==> src/rtl/wave_pkg.sv <==
`timescale 1ns/1ps
package wave_pkg;

    typedef enum logic [2:0] {
        ST_IDLE,
        ST_SETUP,
        ST_STROBE,
        ST_HOLD,
        ST_LOAD
    } phase_e;

    typedef enum logic [1:0] {
        SL_CFG,
        SL_HI,
        SL_LO
    } slot_e;

    localparam int unsigned DEF_SAMPLES = 32;

    // Nanosecond minimum to clock cycles, rounded up, never below one.
    function automatic int unsigned min_cycles(input int unsigned ns, input int unsigned clk_ps);
        int unsigned c;
        c = (ns * 1000 + clk_ps - 1) / clk_ps;
        return (c == 0) ? 1 : c;
    endfunction

    function automatic int unsigned max2(input int unsigned a, input int unsigned b);
        return (a > b) ? a : b;
    endfunction

    // Default triangle: sample k -> 273 * level, high byte at 2k, low byte at 2k+1.
    function automatic logic [16*DEF_SAMPLES-1:0] triangle_table();
        logic [16*DEF_SAMPLES-1:0] t;
        t = '0;
        for (int k = 0; k < DEF_SAMPLES; k++) begin
            int unsigned lvl;
            logic [11:0] code;
            lvl  = (k < DEF_SAMPLES / 2) ? k : DEF_SAMPLES - 1 - k;
            code = 12'(lvl * 273);
            t[k*16 +: 8]     = {4'h0, code[11:8]};
            t[k*16 + 8 +: 8] = code[7:0];
        end
        return t;
    endfunction

endpackage

==> src/rtl/wave_rate_timer.sv <==
`timescale 1ns/1ps
module wave_rate_timer #(
    parameter int unsigned PERIOD = 2500
) (
    input  logic clk,
    input  logic rst_n,
    output logic tick
);
    localparam int unsigned W = $clog2(PERIOD + 1);

    logic [W-1:0] cnt_q;

    assign tick = (cnt_q == '0);

    always_ff @(posedge clk or negedge rst_n) begin
        if (!rst_n) begin
            cnt_q <= W'(PERIOD - 1);
        end else if (tick) begin
            cnt_q <= W'(PERIOD - 1);
        end else begin
            cnt_q <= cnt_q - 1'b1;
        end
    end
endmodule

==> src/rtl/wave_sample_rom.sv <==
`timescale 1ns/1ps
module wave_sample_rom #(
    parameter int unsigned NUM_BYTES = 64,
    parameter int unsigned IDX_W     = 6,
    parameter logic [8*NUM_BYTES-1:0] CONTENT = '0
) (
    input  logic [IDX_W-1:0] index,
    output logic [7:0]       byte_o
);
    assign byte_o = CONTENT[index*8 +: 8];
endmodule

==> src/rtl/wave_dwell_counter.sv <==
`timescale 1ns/1ps
module wave_dwell_counter #(
    parameter int unsigned W = 2
) (
    input  logic         clk,
    input  logic         rst_n,
    input  logic         load,
    input  logic [W-1:0] value,
    output logic         expired
);
    logic [W-1:0] cnt_q;

    assign expired = (cnt_q == '0);

    always_ff @(posedge clk or negedge rst_n) begin
        if (!rst_n) begin
            cnt_q <= '0;
        end else if (load) begin
            cnt_q <= value;
        end else if (!expired) begin
            cnt_q <= cnt_q - 1'b1;
        end
    end
endmodule

==> src/rtl/dac_wave_player.sv <==
`timescale 1ns/1ps
module dac_wave_player
    import wave_pkg::*;
#(
    parameter int unsigned CLK_PERIOD_PS = 20000,
    parameter int unsigned TIMEBASE_NS   = 1000,
    parameter logic [7:0]  RELOAD        = 8'hCE,
    parameter logic [7:0]  CONFIG_WORD   = 8'h11,
    parameter int unsigned NUM_SAMPLES   = DEF_SAMPLES,
    parameter logic [16*NUM_SAMPLES-1:0] TABLE = triangle_table()
) (
    input  logic       clk,
    input  logic       rst_n,
    output logic [7:0] dac_data,
    output logic [1:0] dac_addr,
    output logic       dac_cs_n,
    output logic       dac_we_n,
    output logic       dac_load_n
);
    localparam int unsigned SAMPLE_CYCLES =
        (256 - int'(RELOAD)) * TIMEBASE_NS * 1000 / CLK_PERIOD_PS;
    localparam int unsigned D_SETUP  = min_cycles(15, CLK_PERIOD_PS);
    localparam int unsigned D_STROBE = max2(min_cycles(10, CLK_PERIOD_PS),
                                            min_cycles(20, CLK_PERIOD_PS));
    localparam int unsigned D_HOLD   = max2(min_cycles(5, CLK_PERIOD_PS),
                                            min_cycles(20, CLK_PERIOD_PS));
    localparam int unsigned D_LOAD   = min_cycles(23, CLK_PERIOD_PS);
    localparam int unsigned D_MAX    = max2(max2(D_SETUP, D_STROBE), max2(D_HOLD, D_LOAD));
    localparam int unsigned DW       = $clog2(D_MAX + 1);
    localparam int unsigned PTR_W    = $clog2(NUM_SAMPLES);
    localparam int unsigned BYTE_W   = PTR_W + 1;

    phase_e            phase_q, phase_d;
    slot_e             slot_q, slot_d;
    logic              cfg_done_q, pending_q;
    logic [PTR_W-1:0]  ptr_q;
    logic              tick, expired, advance, start;
    logic [DW-1:0]     dwell_val;
    logic [7:0]        rom_byte;

    wave_rate_timer #(.PERIOD(SAMPLE_CYCLES)) u_timer (
        .clk   (clk),
        .rst_n (rst_n),
        .tick  (tick)
    );

    wave_sample_rom #(
        .NUM_BYTES (2 * NUM_SAMPLES),
        .IDX_W     (BYTE_W),
        .CONTENT   (TABLE)
    ) u_rom (
        .index  ({ptr_q, (slot_q == SL_LO)}),
        .byte_o (rom_byte)
    );

    wave_dwell_counter #(.W(DW)) u_dwell (
        .clk     (clk),
        .rst_n   (rst_n),
        .load    (advance),
        .value   (dwell_val),
        .expired (expired)
    );

    assign start   = (phase_q == ST_IDLE) && cfg_done_q && (tick || pending_q);
    assign advance = (phase_d != phase_q) || (slot_d != slot_q);

    // Next-state logic
    always_comb begin
        phase_d = phase_q;
        slot_d  = slot_q;
        unique case (phase_q)
            ST_IDLE: begin
                if (!cfg_done_q) begin
                    phase_d = ST_SETUP;
                    slot_d  = SL_CFG;
                end else if (tick || pending_q) begin
                    phase_d = ST_SETUP;
                    slot_d  = SL_HI;
                end
            end
            ST_SETUP:  if (expired) phase_d = ST_STROBE;
            ST_STROBE: if (expired) phase_d = ST_HOLD;
            ST_HOLD: begin
                if (expired) begin
                    unique case (slot_q)
                        SL_CFG:  phase_d = ST_IDLE;
                        SL_HI: begin
                            phase_d = ST_SETUP;
                            slot_d  = SL_LO;
                        end
                        default: phase_d = ST_LOAD;
                    endcase
                end
            end
            ST_LOAD:   if (expired) phase_d = ST_IDLE;
            default:   phase_d = ST_IDLE;
        endcase
    end

    always_comb begin
        unique case (phase_d)
            ST_SETUP:  dwell_val = DW'(D_SETUP - 1);
            ST_STROBE: dwell_val = DW'(D_STROBE - 1);
            ST_HOLD:   dwell_val = DW'(D_HOLD - 1);
            ST_LOAD:   dwell_val = DW'(D_LOAD - 1);
            default:   dwell_val = '0;
        endcase
    end

    // State register
    always_ff @(posedge clk or negedge rst_n) begin
        if (!rst_n) begin
            phase_q    <= ST_IDLE;
            slot_q     <= SL_CFG;
            cfg_done_q <= 1'b0;
            pending_q  <= 1'b0;
            ptr_q      <= '0;
        end else begin
            phase_q <= phase_d;
            slot_q  <= slot_d;
            if (phase_q == ST_HOLD && slot_q == SL_CFG && expired) begin
                cfg_done_q <= 1'b1;
            end
            if (start) begin
                pending_q <= 1'b0;
            end else if (tick) begin
                pending_q <= 1'b1;
            end
            if (phase_q == ST_LOAD && expired) begin
                ptr_q <= (ptr_q == PTR_W'(NUM_SAMPLES - 1)) ? '0 : ptr_q + 1'b1;
            end
        end
    end

    // Output decode
    always_comb begin
        dac_cs_n   = 1'b1;
        dac_we_n   = 1'b1;
        dac_load_n = 1'b1;
        unique case (phase_q)
            ST_SETUP:  dac_cs_n = 1'b0;
            ST_STROBE: begin
                dac_cs_n = 1'b0;
                dac_we_n = 1'b0;
            end
            ST_HOLD:   dac_cs_n = 1'b0;
            ST_LOAD:   dac_load_n = 1'b0;
            default: ;
        endcase
        unique case (slot_q)
            SL_CFG: begin
                dac_addr = 2'd3;
                dac_data = CONFIG_WORD;
            end
            SL_HI: begin
                dac_addr = 2'd1;
                dac_data = rom_byte;
            end
            default: begin
                dac_addr = 2'd0;
                dac_data = rom_byte;
            end
        endcase
    end
endmodule

==> config.mk <==
export PLATFORM = sky130hd
export DESIGN_NAME = dac_wave_player
export DESIGN_NICKNAME = d
export VERILOG_FILES = /design/src/rtl/wave_pkg.sv /design/src/rtl/wave_rate_timer.sv /design/src/rtl/wave_sample_rom.sv /design/src/rtl/wave_dwell_counter.sv /design/src/rtl/dac_wave_player.sv
export SDC_FILE = /design/constraint.sdc
export NUM_CORES = 1
export LEC_CHECK = 0
export BUFFER_PORTS_ARGS = -buffer_cell sky130_fd_sc_hd__buf_2
export CAP_MARGIN = 20
export CORE_UTILIZATION = 35
export CTS_BUF_LIST = sky130_fd_sc_hd__clkbuf_4
export DETAILED_ROUTE_END_ITERATION = 7
export MAX_ROUTING_LAYER = met4
export PLACE_DENSITY = 0.52
export SLEW_MARGIN = 20
export SYNTH_ARGS = -nofsm -noshare
export SYNTH_HDL_FRONTEND = slang
export SYNTH_SLANG_ARGS = --single-unit
==> constraint.sdc <==
create_clock -name clk -period 3.21 [get_ports clk]
set_input_delay 0.642 -clock clk [delete_from_list [all_inputs] [get_ports clk]]
set_output_delay 0.642 -clock clk [all_outputs]
set_load 0.005 [all_outputs]
# Word-level counts from Yosys, hierarchy flattened
# Index checks and enable logic that the tools add are counted.
op_classes:
  n_addsub: 3
  eq_ne: 11
  n_shift: 1
  n_mux: 25
  n_reduce_logical: 13
ops:
  columns: ["op", "count"]
  rows:
  - ["512-bit by 10-bit variable part select with 8-bit output, first input constant", 1]
  - ["3-bit two-way mux", 6]
  - ["3-bit one-hot mux with 5 select lines", 1]
  - ["12-bit zero test", 1]
  - ["12-bit two-way mux", 1]
  - ["2-bit two-way mux", 6]
  - ["12-bit by 1-bit subtractor with 12-bit output, second input constant", 1]
  - ["8-bit two-way mux", 1]
  - ["2-bit one-hot mux with 2 select lines", 2]
  - ["3-bit by 2-bit equality test with 1-bit output, second input constant", 2]
  - ["3-bit equality test, second input constant", 2]
  - ["1-bit two-way mux", 6]
  - ["3-bit one-hot mux with 2 select lines", 1]
  - ["5-bit by 1-bit adder with 5-bit output, second input constant", 1]
  - ["5-bit equality test, second input constant", 1]
  - ["1-bit logical AND", 5]
  - ["5-bit two-way mux", 1]
  - ["2-bit zero test", 2]
  - ["3-bit by 1-bit equality test with 1-bit output, second input constant", 1]
  - ["3-bit zero test", 1]
  - ["3-bit != test", 1]
  - ["3-bit OR reduction", 1]
  - ["2-bit by 1-bit equality test with 1-bit output, second input constant", 1]
  - ["2-bit equality test, second input constant", 1]
  - ["other kinds (5)", 6]
word_totals:
  register_bits: 26
  input_bits: 2
  output_inout_bits: 13
  wordCells: 60

# Logic depth before layout (Yosys ltp)
logic_depth:
  depth_word: 8
  mapped_depth: 7

# By module
# A second synthesis with hierarchy kept.
hier_totals:
  hier_cells: 161
  hier_area_um2: 1526.5
by_module_without_submodules:
  columns: ["mod", "instances", "cells_per_inst", "area_per_inst_um2", "seq_area_each_um2"]
  rows:
  - ["dac_wave_player", 1, 81, 742.0, 300.3]
  - ["wave_rate_timer", 1, 60, 610.6, 307.8]
  - ["wave_dwell_counter", 1, 12, 113.9, 50.0]
  - ["wave_sample_rom", 1, 8, 60.1, 0.0]

# Worst setup path before layout
# Ideal clock, no wire load.
synth_timing:
  path_type: "reg-to-output"
  start: "register phase_q[1]"
  end: "output dac_we_n"
  arrival_ps: 1095
  path_slack_ps: 1473
  stages_incl_launch_ff: 4
  path_buffers: 1
  cell_sequence: "dfrtp_1 > clkbuf_1 > inv_1 > or3_1"
synth_between:
  elab_chain_cells: 2
synth_lines:
  columns: ["item", "line_no", "source"]
  rows:
  - ["from (decl)", "dac_wave_player.sv:33", "phase_e phase_q, phase_d;"]
  - ["from (signal assigned)", "dac_wave_player.sv:119", "phase_q <= phase_d;"]
  - ["3-bit by 2-bit equality test with 1-bit output", "dac_wave_player.sv:140", "unique case (phase_q)"]
  - ["1-bit two-way mux", "dac_wave_player.sv:140", null]
  - ["to (decl)", "dac_wave_player.sv:17", "output logic dac_we_n,"]
# No other way between the ends.

# Worst setup path after layout
# Same ends and word-level chain as after synthesis.

==> results.sh <==
export IMPL_synth_top_family_by_area="simple AND/OR/NAND/NOR gates"
export IMPL_final_seq_area_um2=658.1
export IMPL_hold_path_class="input port to async pin"
export IMPL_viasPerCell=5.123
export IMPL_numCtsBuffers=3
export IMPL_async_flop_share_pct=100.0
export IMPL_cts_setup_buffers=0
export IMPL_clk_latency_ns=0.32
export IMPL_synthAdderAreaFrac_pct=4.942
export IMPL_syn_to_final_growth_pct=8.402
export IMPL_worstPathRequired_ns=2.57
export IMPL_rows=23
export IMPL_dp_hpwl_um=2105
export IMPL_grt_start_max_net_pins=27
export IMPL_crit_fanout=13
export IMPL_yosys_area_share_xor_xnor_pct=6.919
export IMPL_critPathCapture="dac_we_n"
export IMPL_grt_pass1_vias=1115
export IMPL_muxShareOfSynthArea_pct=2.471
export IMPL_setup_tns_ns=0
export IMPL_critPathKind="flop to output pin"
export IMPL_ys_ff_latch=26
export IMPL_num_vias=1163
export IMPL_fill_cells=418
export IMPL_syn_nets=175
export IMPL_core_area_um2=4086
export IMPL_cts_sinks=26
export IMPL_hold_viol_final=0
export IMPL_place_area_um2=1620
export IMPL_synth_compound_area_share_pct=12.27
export IMPL_yosysTopAreaCellShare_pct=32.95
export IMPL_track_usage_pct=15.32
export IMPL_r2r_slack_ns=1.37
export IMPL_hold_buffers=0
export IMPL_drive_gt1_share_pct=17.51
export IMPL_diodes=0
export IMPL_clkTransAtPathRegs_ns=0.14
export IMPL_cp_start_kind="flop"
export IMPL_startpoint="phase_q[1]"
export IMPL_p_per_area_nw_per_um2=288.2
export IMPL_die_area_um2=4607
export IMPL_yosys_area_top_type="dfrtp_1"
export IMPL_synth_area_top_cells="dfrtp_1 33%, dfstp_2 10%, xnor2_1 5.8%"
export IMPL_synthFlopType="dfrtp_1"
export IMPL_rsz0062_at_grt="false"
export IMPL_cts_max_level=1
export IMPL_reg2reg_depth=4
export IMPL_cts_tree="yes"
export IMPL_overflow=0
export IMPL_setup_violations_final=0
export IMPL_slew_viol_final=0
export IMPL_synth_seq_area_share_pct=43.33
export IMPL_gp_congestion=0.8256
export IMPL_ant_nets=0
export IMPL_fp_dieH_um=67.88
export IMPL_ys_types=41
export IMPL_multi_input_area_um2=792.0
export IMPL_initial_core_util_pct=37.17
export IMPL_reg2reg_to="phase_q[0]"
export IMPL_drtIter0Drc=30
export IMPL_antenna_found_initial=0
export IMPL_die_w_um=67.88
export IMPL_pin_count=15
export IMPL_fmax_mhz=454.9
export IMPL_period_share_pct=68.49
export IMPL_fin_crit_ns=2.198
export IMPL_drt_wl_total_um=2831
export IMPL_nNetsFinal=186
export IMPL_wire_per_inst_um=12.47
export IMPL_irDropWorstVdd_mv=0.1468
export IMPL_drc=0
export IMPL_worst_pin_slew_ns=0.6428
export IMPL_slew_headroom_pct=56.75
export IMPL_drtPass1Iterations=4
export IMPL_clockBufferDepth=2
export IMPL_power_leakage_nw=0.7232
export IMPL_syn_inst=167
export IMPL_synth_edf_count=0
export IMPL_grt_pass1_wl_um=5126
export IMPL_yosys_area_share_simple_pct=25.54
export IMPL_avgSynthCellArea_um2=9.096
export IMPL_root_buffer="clkbuf_4"
export IMPL_cts_resized=0
export IMPL_rr_startpoint="u_timer.cnt_q[9]"
export IMPL_status="finished clean"
export IMPL_fin_skew_ns=0.005692
export IMPL_end_kind="output pin"
export IMPL_ys_warn_count=0
export IMPL_maxCapViolations=0
export IMPL_syn_area_um2=1519
export IMPL_port_buffer_count=14
export IMPL_netlist_top_cells_count="20 x dfrtp_1, 20 x nor2_1, 13 x nand2_1"
export IMPL_fin_area_um2=1647
export IMPL_cp_data_arrival_time_ns=1.56
-- worst max-delay path: stages, from the launching register on --
cell,delay [ns]
dfrtp_1,0.58
inv_1,0.18
or3_1,0.36
buf_2,0.13
-- layout make-up --
class / instances / share of cell area, %
clock buffer: 3 / 1.368
clock inverter: 1 / 0.2280
inverter: 10 / 2.280
multi-input combinational: 123 / 48.10
sequential: 26 / 39.97
tap: 50 / 3.799
timing repair buffer: 14 / 4.255
-- per-stage QoR --
stage	setup slack [ns]	util (%)	cells	hold slack, ns	total power [mW]
2_1_floorplan	1.473	-	167	0.3464	0.3339
3_3_place_gp	1.395	39.65	223	0.4500	0.3410
3_5_place_dp	1.381	39.65	223	0.4582	0.3413
4_1_cts	1.001	40.29	227	0.3136	0.4862
5_1_grt	0.8767	40.29	227	0.3301	0.5015
6_report	1.012	40.29	227	0.3028	0.4745
-- power by group --
group          switching [mW]  internal, mW  total [mW]
combinational         0.00619      0.000435     0.00663
clock                  0.0943        0.0455       0.140
sequential                  0         0.328       0.328
-- layout by cell type, fill, tap and decap left out, drive strengths merged, types with 3 or more instances in the layout --
| cell type | netlist | final |
|---|---|---|
| buf | 1 | 14 |
| ha | 6 | 6 |
| nand3 | 4 | 4 |
| nand2 | 14 | 14 |
| or3 | 5 | 5 |
| nor2 | 20 | 20 |
| a21oi | 12 | 12 |
| o21ai | 12 | 12 |
| xnor2 | 10 | 10 |
| nor3 | 5 | 5 |
| dfrtp | 20 | 20 |
| mux2 | 3 | 3 |
| nor4 | 3 | 3 |
| inv | 10 | 10 |
| dfstp | 6 | 6 |
| clkbuf | 7 | 3 |
| nand2b | 4 | 4 |
-- state kept, by name, indices dropped and copies added, names as in the netlist --
| register | flops |
|---|---|
| cfg_done_q | 1 |
| pending_q | 1 |
| phase_q | 3 |
| ptr_q | 5 |
| slot_q | 2 |
| u_dwell.cnt_q | 2 |
| u_timer.cnt_q | 12 |
-- metal layers --
layer	wire length, um	part of all wire (%)	GRT usage, %
met1	1342	47	20.06
met2	1362	48	23.51
met3	108	3.8	3.667
met4	19	0.67	4.427
met5	0	0	-
-- how the worst min path moves through the flow --
stage / to / slack [ns] / depth (start not counted)
2_1_floorplan: cfg_done_q / 0.35 / 0
3_3_place_gp: u_timer.cnt_q[0] / 0.45 / 1
3_5_place_dp: u_timer.cnt_q[0] / 0.46 / 1
4_1_cts: u_timer.cnt_q[3] / 0.31 / 1
5_1_grt: u_timer.cnt_q[5] / 0.33 / 1
6_report: u_timer.cnt_q[10] / 0.30 / 1
-- logic make-up (layout without fill, tap and decap cells) --
logic type	count (synthesis)	after routing
multiplexers	3	3
flip-flops	26	26
XOR/XNOR	12	12
AO/OA/AOI/OAI	33	33
AND/OR/NAND/NOR	69	69
adder cells (fa/ha/maj)	6	6
buffers and inverters	18	28
(Power assumes the default switching activity.)
